$ cat config.mk
export PLATFORM = sky130hd
export DESIGN_NAME = uop_sequencer
export DESIGN_NICKNAME = d
export VERILOG_FILES = /design/src/rtl/uop_seq_pkg.sv /design/src/rtl/uop_form_decode.sv /design/src/rtl/uop_step.sv /design/src/rtl/uop_sequencer.sv
export SDC_FILE = /design/constraint.sdc
export NUM_CORES = 1
export LEC_CHECK = 0
export BUFFER_PORTS_ARGS = -buffer_cell sky130_fd_sc_hd__buf_2
export CAP_MARGIN = 40
export CORE_AREA = 2 2 97 99
export CTS_BUF_LIST = sky130_fd_sc_hd__clkbuf_8 sky130_fd_sc_hd__clkbuf_16
export DETAILED_ROUTE_END_ITERATION = 10
export DIE_AREA = 0 0 99 101
export GPL_TIMING_DRIVEN = 0
export PLACE_DENSITY = 0.66
export SETUP_SLACK_MARGIN = 0.02
export SLEW_MARGIN = 20
export SYNTH_ARGS = -nofsm -noshare
export SYNTH_HDL_FRONTEND = slang
export SYNTH_SLANG_ARGS = --single-unit
export TNS_END_PERCENT = 5
$ cat constraint.sdc
create_clock -name clk -period 8.95 [get_ports clk]
set_clock_uncertainty 0.15 [all_clocks]
set_input_delay 0 -clock clk [delete_from_list [all_inputs] [get_ports clk]]
set_output_delay 0 -clock clk [all_outputs]
set_load 0.05 [all_outputs]
$ cat src/rtl/uop_seq_pkg.sv
package uop_seq_pkg;
  typedef enum logic [1:0] {
    FORM_NONE,
    FORM_ALWAYS,
    FORM_IF_LINK,
    FORM_IF_OVF
  } form_e;

  localparam int OPC_W = 10;
  localparam int MAP_W = 6;
  localparam logic [OPC_W-1:0] OPC_ALWAYS  = 10'b0000111000;
  localparam logic [OPC_W-1:0] OPC_IF_LINK = 10'b0000111010;
  localparam logic [OPC_W-1:0] OPC_IF_OVF  = 10'b0000111100;
endpackage

$ cat src/rtl/uop_form_decode.sv
module uop_form_decode
  import uop_seq_pkg::*;
#(
  parameter int CW       = 4,
  parameter int CYC_RUN  = 8,
  parameter int CYC_COND = 9,
  parameter int CYC_SKIP = 3,
  parameter int CYC_IGN  = 1
) (
  input  logic [OPC_W-1:0] opc,
  input  logic             link,
  input  logic             ovf,
  output form_e            form,
  output logic             run_ops,
  output logic [CW-1:0]    budget
);
  always_comb begin
    unique case (opc)
      OPC_ALWAYS:  form = FORM_ALWAYS;
      OPC_IF_LINK: form = FORM_IF_LINK;
      OPC_IF_OVF:  form = FORM_IF_OVF;
      default:     form = FORM_NONE;
    endcase
  end

  always_comb begin
    unique case (form)
      FORM_ALWAYS: begin
        run_ops = 1'b1;
        budget  = CW'(CYC_RUN);
      end
      FORM_IF_LINK: begin
        run_ops = link;
        budget  = link ? CW'(CYC_COND) : CW'(CYC_SKIP);
      end
      FORM_IF_OVF: begin
        run_ops = ovf;
        budget  = ovf ? CW'(CYC_COND) : CW'(CYC_SKIP);
      end
      default: begin
        run_ops = 1'b0;
        budget  = CW'(CYC_IGN);
      end
    endcase
  end
endmodule

$ cat src/rtl/uop_step.sv
module uop_step #(
  parameter int W = 16
) (
  input  logic [2:0]   slot,
  input  logic         en,
  input  logic [W-1:0] ac,
  input  logic         link,
  output logic [W-1:0] ac_nx,
  output logic         link_nx
);
  always_comb begin
    ac_nx   = ac;
    link_nx = link;
    if (en) begin
      unique case (slot)
        3'd0: ac_nx = '0;
        3'd1: link_nx = 1'b0;
        3'd2: ac_nx = ~ac;
        3'd3: begin
          ac_nx = ac + W'(1);
          if (&ac) link_nx = ~link;
        end
        3'd4: begin
          ac_nx = ac - W'(1);
          if (ac == '0) link_nx = ~link;
        end
        3'd5: link_nx = ~link;
        default: ;
      endcase
    end
  end
endmodule

$ cat src/rtl/uop_sequencer.sv
module uop_sequencer
  import uop_seq_pkg::*;
#(
  parameter int W        = 16,
  parameter int CYC_RUN  = 8,
  parameter int CYC_COND = 9,
  parameter int CYC_SKIP = 3,
  parameter int CYC_IGN  = 1,
  localparam int CW      = $clog2(CYC_COND + 1)
) (
  input  logic          clk,
  input  logic          rst_n,
  input  logic          start,
  input  logic [15:0]   instr,
  input  logic [W-1:0]  ac_in,
  input  logic          l_in,
  input  logic          v_in,
  output logic          busy,
  output logic          done,
  output logic [W-1:0]  ac_out,
  output logic          l_out,
  output logic          n_flag,
  output logic          z_flag,
  output logic [CW-1:0] cycles_used
);
  form_e            form;
  logic             run_ops;
  logic [CW-1:0]    budget;
  logic [CW-1:0]    remain;
  logic [CW-1:0]    budget_q;
  logic             commit_q;
  logic [MAP_W-1:0] map_q;
  logic [2:0]       slot_q;
  logic [W-1:0]     wac, wac_nx;
  logic             wl, wl_nx;
  logic             slot_live;

  uop_form_decode #(
    .CW(CW), .CYC_RUN(CYC_RUN), .CYC_COND(CYC_COND),
    .CYC_SKIP(CYC_SKIP), .CYC_IGN(CYC_IGN)
  ) u_dec (
    .opc(instr[15:6]), .link(l_in), .ovf(v_in),
    .form(form), .run_ops(run_ops), .budget(budget)
  );

  assign slot_live = (slot_q < 3'(MAP_W));

  uop_step #(.W(W)) u_step (
    .slot(slot_q), .en(map_q[MAP_W-1] & slot_live),
    .ac(wac), .link(wl), .ac_nx(wac_nx), .link_nx(wl_nx)
  );

  always_ff @(posedge clk or negedge rst_n) begin
    if (!rst_n) begin
      busy        <= 1'b0;
      done        <= 1'b0;
      ac_out      <= '0;
      l_out       <= 1'b0;
      cycles_used <= '0;
      remain      <= '0;
      budget_q    <= '0;
      commit_q    <= 1'b0;
      map_q       <= '0;
      slot_q      <= '0;
      wac         <= '0;
      wl          <= 1'b0;
    end else begin
      done <= 1'b0;
      if (!busy && start) begin
        if (budget == CW'(1)) begin
          done        <= 1'b1;
          cycles_used <= budget;
        end else begin
          busy     <= 1'b1;
          remain   <= budget - CW'(1);
          budget_q <= budget;
          commit_q <= run_ops;
          map_q    <= run_ops ? instr[MAP_W-1:0] : '0;
          slot_q   <= '0;
          wac      <= ac_in;
          wl       <= l_in;
        end
      end else if (busy) begin
        if (slot_live) begin
          wac    <= wac_nx;
          wl     <= wl_nx;
          map_q  <= {map_q[MAP_W-2:0], 1'b0};
          slot_q <= slot_q + 3'd1;
        end
        if (remain == CW'(1)) begin
          busy        <= 1'b0;
          done        <= 1'b1;
          cycles_used <= budget_q;
          if (commit_q) begin
            ac_out <= wac;
            l_out  <= wl;
          end
        end else begin
          remain <= remain - CW'(1);
        end
      end
    end
  end

  assign n_flag = ac_out[W-1];
  assign z_flag = (ac_out == '0);
endmodule

== After elaboration in Yosys (flattened, before gate mapping) ==
Index checks and enable logic that the tools add are counted.
Storage, ports and cells
  ROM bits: 0
  bits in writable memories: 0
  memories: 0
  bits in registers: 58
  bits in latches: 0
  logic and storage cells: 104
Operators by class
  shift-type cells: 0
  add/subtract/negate cells: 5
  reductions and logical operators: 19
  divide/modulo/power cells: 0
  magnitude comparators: 1
  $mul: 0
  bitwise operators: 5
  muxes and demuxes: 44
  equal/unequal tests: 18
Operators by type and width (count)
  16-bit two-way mux: 5
  16-bit case mux with 4 select lines: 1
  4-bit two-way mux: 10
  16-bit logical NOT: 2
  10-bit by 6-bit equality test with 1-bit output, second input constant: 3
  6-bit two-way mux: 5
  16-bit by 1-bit adder with 16-bit output, second input constant: 1
  16-bit NOT: 1
  16-bit AND reduction: 1
  16-bit by 1-bit subtractor with 16-bit output, second input constant: 1
  1-bit two-way mux: 15
  3-bit two-way mux: 4
  4-bit case mux with 3 select lines: 1
  5-bit nonzero test: 2
  3-bit AND reduction: 3
  4-bit by 1-bit equality test with 1-bit output, second input constant: 2
  2-bit nonzero test: 4
  4-bit by 1-bit subtractor with 4-bit output, second input constant: 2
  7-bit AND reduction: 1
  3-bit by 2-bit equality test with 1-bit output, second input constant: 2
  3-bit equality test, second input constant: 2
  3-bit by 2-bit inequality test with 1-bit output, second input constant: 2
  2-bit case mux with 3 select lines: 1
  5-bit AND reduction: 1
  other kinds (16): 20

== Depth between registers and ports, before layout ==
  word-level depth: 7
  depth in mapped cells: 13
  gate-level depth less buffers: 10

== Hierarchy ==
Synthesis repeated with hierarchy kept, for this count alone.
Unflattened totals
  cells, all modules: 490
  area total of the unflattened synthesis: 4284.1 um^2
Modules (own cells, without submodules)
  uop_sequencer: seq. area each 1451.4 um^2, area an instance 2733.9 um^2, times used 1, cells an instance 249
  uop_step: seq. area each 0.0 um^2, area an instance 1437.6 um^2, times used 1, cells an instance 224
  uop_form_decode: seq. area each 0.0 um^2, area an instance 112.6 um^2, times used 1, cells an instance 17

== Worst setup path after synthesis ==
No wires, ideal clock.
  kind: register to register
  from: register slot_q[1]
  to: register wac[10]
  stages on the path, launching flop included: 13
  path buffers: 2
  data required time: 8.735 ns
  clock period less this slack: 3.109 ns
  arrival: 2.894 ns
  slack: 5.841 ns
  cell sequence: dfrtp_1 -> inv_1 -> ha_1 -> nand2_1 -> clkbuf_1 -> buf_2 -> xnor2_1 -> ha_1 -> or4_4 -> o41a_1 -> a221o_1 -> a21oi_1 -> o22a_1
Between the ends
  longest elaborated chain between the ends: 6
RTL lines
  start, declared: line uop_sequencer.sv:33  | logic [2:0] slot_q;
  start signal, assigned: line uop_sequencer.sv:88  | slot_q <= slot_q + 3'd1;
  3-bit equality test, or another cell as far along: line uop_step.sv:15  | unique case (slot)
  16-bit case mux with 4 select lines: line uop_step.sv:15
  16-bit two-way mux: line uop_step.sv:14  | if (en) begin
  16-bit two-way mux: line uop_sequencer.sv:84  | if (slot_live) begin
  16-bit two-way mux: line uop_sequencer.sv:83  | end else if (busy) begin
  16-bit two-way mux: line uop_sequencer.sv:69  | if (!busy && start) begin
  end signal, assigned: line uop_sequencer.sv:80  | wac <= ac_in;
  end signal, assigned: line uop_sequencer.sv:85  | wac <= wac_nx;
  end, declared: line uop_sequencer.sv:34  | logic [W-1:0] wac, wac_nx;
Several ways; a longest one is shown, not always the timed one. The select of a mux whose other input is x is not followed.
A chain may end at the register's enable or synchronous reset.

== Worst setup path after layout ==
  from: register slot_q[1]
  to: register wac[8]
The elaborated chain is that of the path after synthesis.

==> run summary <==
Status: finished, final reports clean
Cell family with most CP delay: compound AO/OA/AOI/OAI gates
EDFF count, synth: 0
Worst EP required: 9.01 ns
Final design utilization: 52.3%
Vias: 4,055
Clock sink total: 55
Post-route minimum period: 3.85 ns
Mean Syn Cell Area: 8.59 µm²
Core area: 0.00898 mm²
Worst R2R Setup Slack: 5.10 ns
Nets@finish: 592
Final setup TNS: 0 ns
Yosys warns: 0
Fin crit share: 43.0%
Cell chain of the critical path: inv_1, ha_1, nand2_1, clkbuf_1, buf_2, xnor2_1, ha_1, nor4_1, a211oi_1, a2111oi_0, o31ai_1, o311ai_0
Starting Density: 43.0%
Lkg Pwr: 2.11 nW
Cell count after synthesis: 449
Reg clk slew, reported paths: 0.11 ns
CP max stage cell: nor4_1
Post-CTS sizing: 0
#FFs+latches synth: 55
Filler instances: 863
Endpoint of the worst-slack reg-to-reg timing path: wac[8]
CP max stage delay: 0.53 ns
First-pass GRT wire length: 20.3 mm
FFs w/ async S/R, synth: 100%
DR WL/cell: 19.2 µm
Achievable Freq: 0.260 GHz
Layout cells sized above 1: 21.4%
WP data arrival: 3.92 ns
Power density cells: 242 mW/mm²
Initial DRC Count: 372
HP Start: instr[6]
Total Routed Length: 12.6 mm
Reg power frac: 29.4%
Final hold vios: 0
RSZ-0062 raised after global routing: false
Cts bufs inserted: 5
R2R Path Start: slot_q[1]
Initial antenna violation count: 0
Post-DP HPWL: 8.88 mm
Least-Margin Pin Slew: 0.814 ns
DR DRC count: 0
Clock power share: 14.0%
Max clock buf depth: 2
Syn nets: 496
Clk root buf: clkbuf_8
Vias in the first global route: 3,957
CP Max Fanout: 10
Cell Area, Synth: 0.00386 mm²
Pre-antenna DRT Iters: 5
Clk Latency, worst-skew pair: 0.32 ns
CTS H-tree depth: 2
Buf+Inv Stages, Crit Path: 3
Synth-to-layout area growth: 21.7%
Synth top area cells: dfrtp_1, o21ai_0, mux2_2
Comb pwr share: 56.6%
Max-cap viol count: 0
Internal: 0.000577 W
Drt via density: 6.17
Top FF cell, synth: dfrtp_1
Min-delay worst type: in -> reg
Worst r2r path cells: 12
DIE AREA: 0.0100 mm²
Post-CTS setup buffer count: 0
N_diodes: 0
Cell row count: 35
Port-buffer cells: 60
Die H: 101 µm
I/O pin total: 62
Crit path kind: reg -> reg
Gr ovfl total: 0
Switching power: 0.000559 W
GP Congestion: 0.949
Synth unique cells: 79
Die Span X: 99 µm
Worst Hold Depth: 6
Synth top area share: 35.7%
Maximum VDD drop: 0.000164 V
Total GRT Usage: 25.7%
Slew margin rel.: 45.7%
CTS tree: done
Max Slew Vio Count: 0
Kind of end point of the critical path: flip-flop
Post-synth top area cell: dfrtp_1
Final setup viols: 0
Pin count of the biggest net entering global routing: 56
Startpoint types: flip-flop
CP dominant cell by count: ha_1
Sw Ratio: 49.2%
Final ANT Viol Nets: 0
Most common cell in the netlist: dfrtp_1
Top cells by count, synth: dfrtp_1, o21ai_0, nand2_1, nor2_1, clkbuf_1
Hold endpoint: wac[14]
Part of the Yosys area used for sequential elements: 35.7%
==> area by class of cell <==
| type | instances | area [µm²] | area share (%) |
|---|---|---|---|
| Multi-Input combinational cell | 337 | 2240 | 47.7 |
| Clock inverter | 1 | 7.51 | 0.160 |
| Timing Repair Buffer | 89 | 593 | 12.6 |
| Inverter | 17 | 63.8 | 1.36 |
| Sequential cell | 55 | 1380 | 29.3 |
| Clock buffer | 7 | 96.3 | 2.05 |
| Tap cell | 111 | 139 | 2.96 |
| Buffer | 40 | 178 | 3.78 |
==> per-layer routing <==
layer | part of all wire, % | vias to the layer above | global-route usage, %
met2 | 46 | 200 | 41.8
met4 | 3.8 | 0 | 11.7
li1 | - | 1878 | -
met3 | 6.8 | 44 | 3.26
met1 | 43 | 1933 | 34.2
met5 | 0 | - | 0
==> flip-flops by register name (all words and copies together) (netlist names), 3 cells and up <==
name,count
ac_out,16
budget_q,3
cycles_used,3
map_q,6
remain,4
slot_q,3
wac,16
==> worst register-to-register path, delay by kind of cell (launching register included) <==
kind,cells,cell delay [ns]
compound gates,4,0.95
buf+inv,3,0.82
simple gates,2,0.78
fa+ha+maj,2,0.51
flops,1,0.44
xor+xnor,1,0.10
==> through the flow <==
stage	instances	worst slack [ns]	hold WS, ns	cell area, µm²	power (W)
after floorplan	449	5.84	-0.446	3860	0.000789
after global placement	620	5.19	0.0756	4300	0.000952
after detailed placement	620	5.28	-0.0371	4300	0.000962
after CTS	657	5.23	0.0209	4690	0.00113
after global routing	657	4.99	0.0574	4690	0.00121
final	657	5.10	0.0381	4690	0.00114
==> layout by cell type (no fill, tap or decap), types with 17 or more instances in the layout <==
cell type / synthesis / layout
buf_2: 15 / 74
dfrtp_1: 55 / 55
o21ai_0: 45 / 45
nand2_1: 38 / 38
nor2_1: 30 / 30
dlygate4sd3_1: 0 / 29
clkbuf_1: 20 / 20
nand3_1: 17 / 17
a21oi_1: 17 / 17
==> cell families (layout without fill, tap and decap cells) <==
kind of cell | after synthesis | after routing | share of synthesized area (%)
and+or+nand+nor | 154 | 154 | 21.5
AOI/OAI and AO/OA | 151 | 151 | 27.3
buffers and inverters | 57 | 154 | 6.26
DFF | 55 | 55 | 35.7
muxes | 19 | 19 | 5.48
adders and majority gates | 10 | 10 | 3.24
xor gates and xnor gates | 2 | 2 | 0.454
other | 1 | 1 | 0.0972
==> power by group through the flow <==
| stage | clock [W] | sequential (W) | combinational [W] |
|---|---|---|---|
| floorplan | 0 | 0.000388 | 0.000401 |
| global placement | 0 | 0.000337 | 0.000615 |
| detailed placement | 0 | 0.000340 | 0.000622 |
| CTS | 0.000164 | 0.000334 | 0.000633 |
| global route | 0.000170 | 0.000342 | 0.000701 |
| finish | 0.000159 | 0.000334 | 0.000643 |
==> repair_timing <==
action | CTS | global route
hold endpoints to repair | 81 | 0
hold buffers | 29 | 0
endpoints found under the setup margin | 0 | 0
==> worst max path at each step <==
stage / from / endpoint / slack, ns / cells after the start
2_1_floorplan: slot_q[1] / wac[10] / 5.84 / 12
6_report: slot_q[1] / wac[8] / 5.10 / 12
4_1_cts: slot_q[1] / wac[8] / 5.23 / 12
5_1_grt: slot_q[1] / wac[8] / 4.99 / 12
3_3_place_gp: slot_q[1] / wac[8] / 5.19 / 12
3_5_place_dp: slot_q[1] / wac[8] / 5.28 / 12
Note: power is estimated with default switching activity, not from simulation.
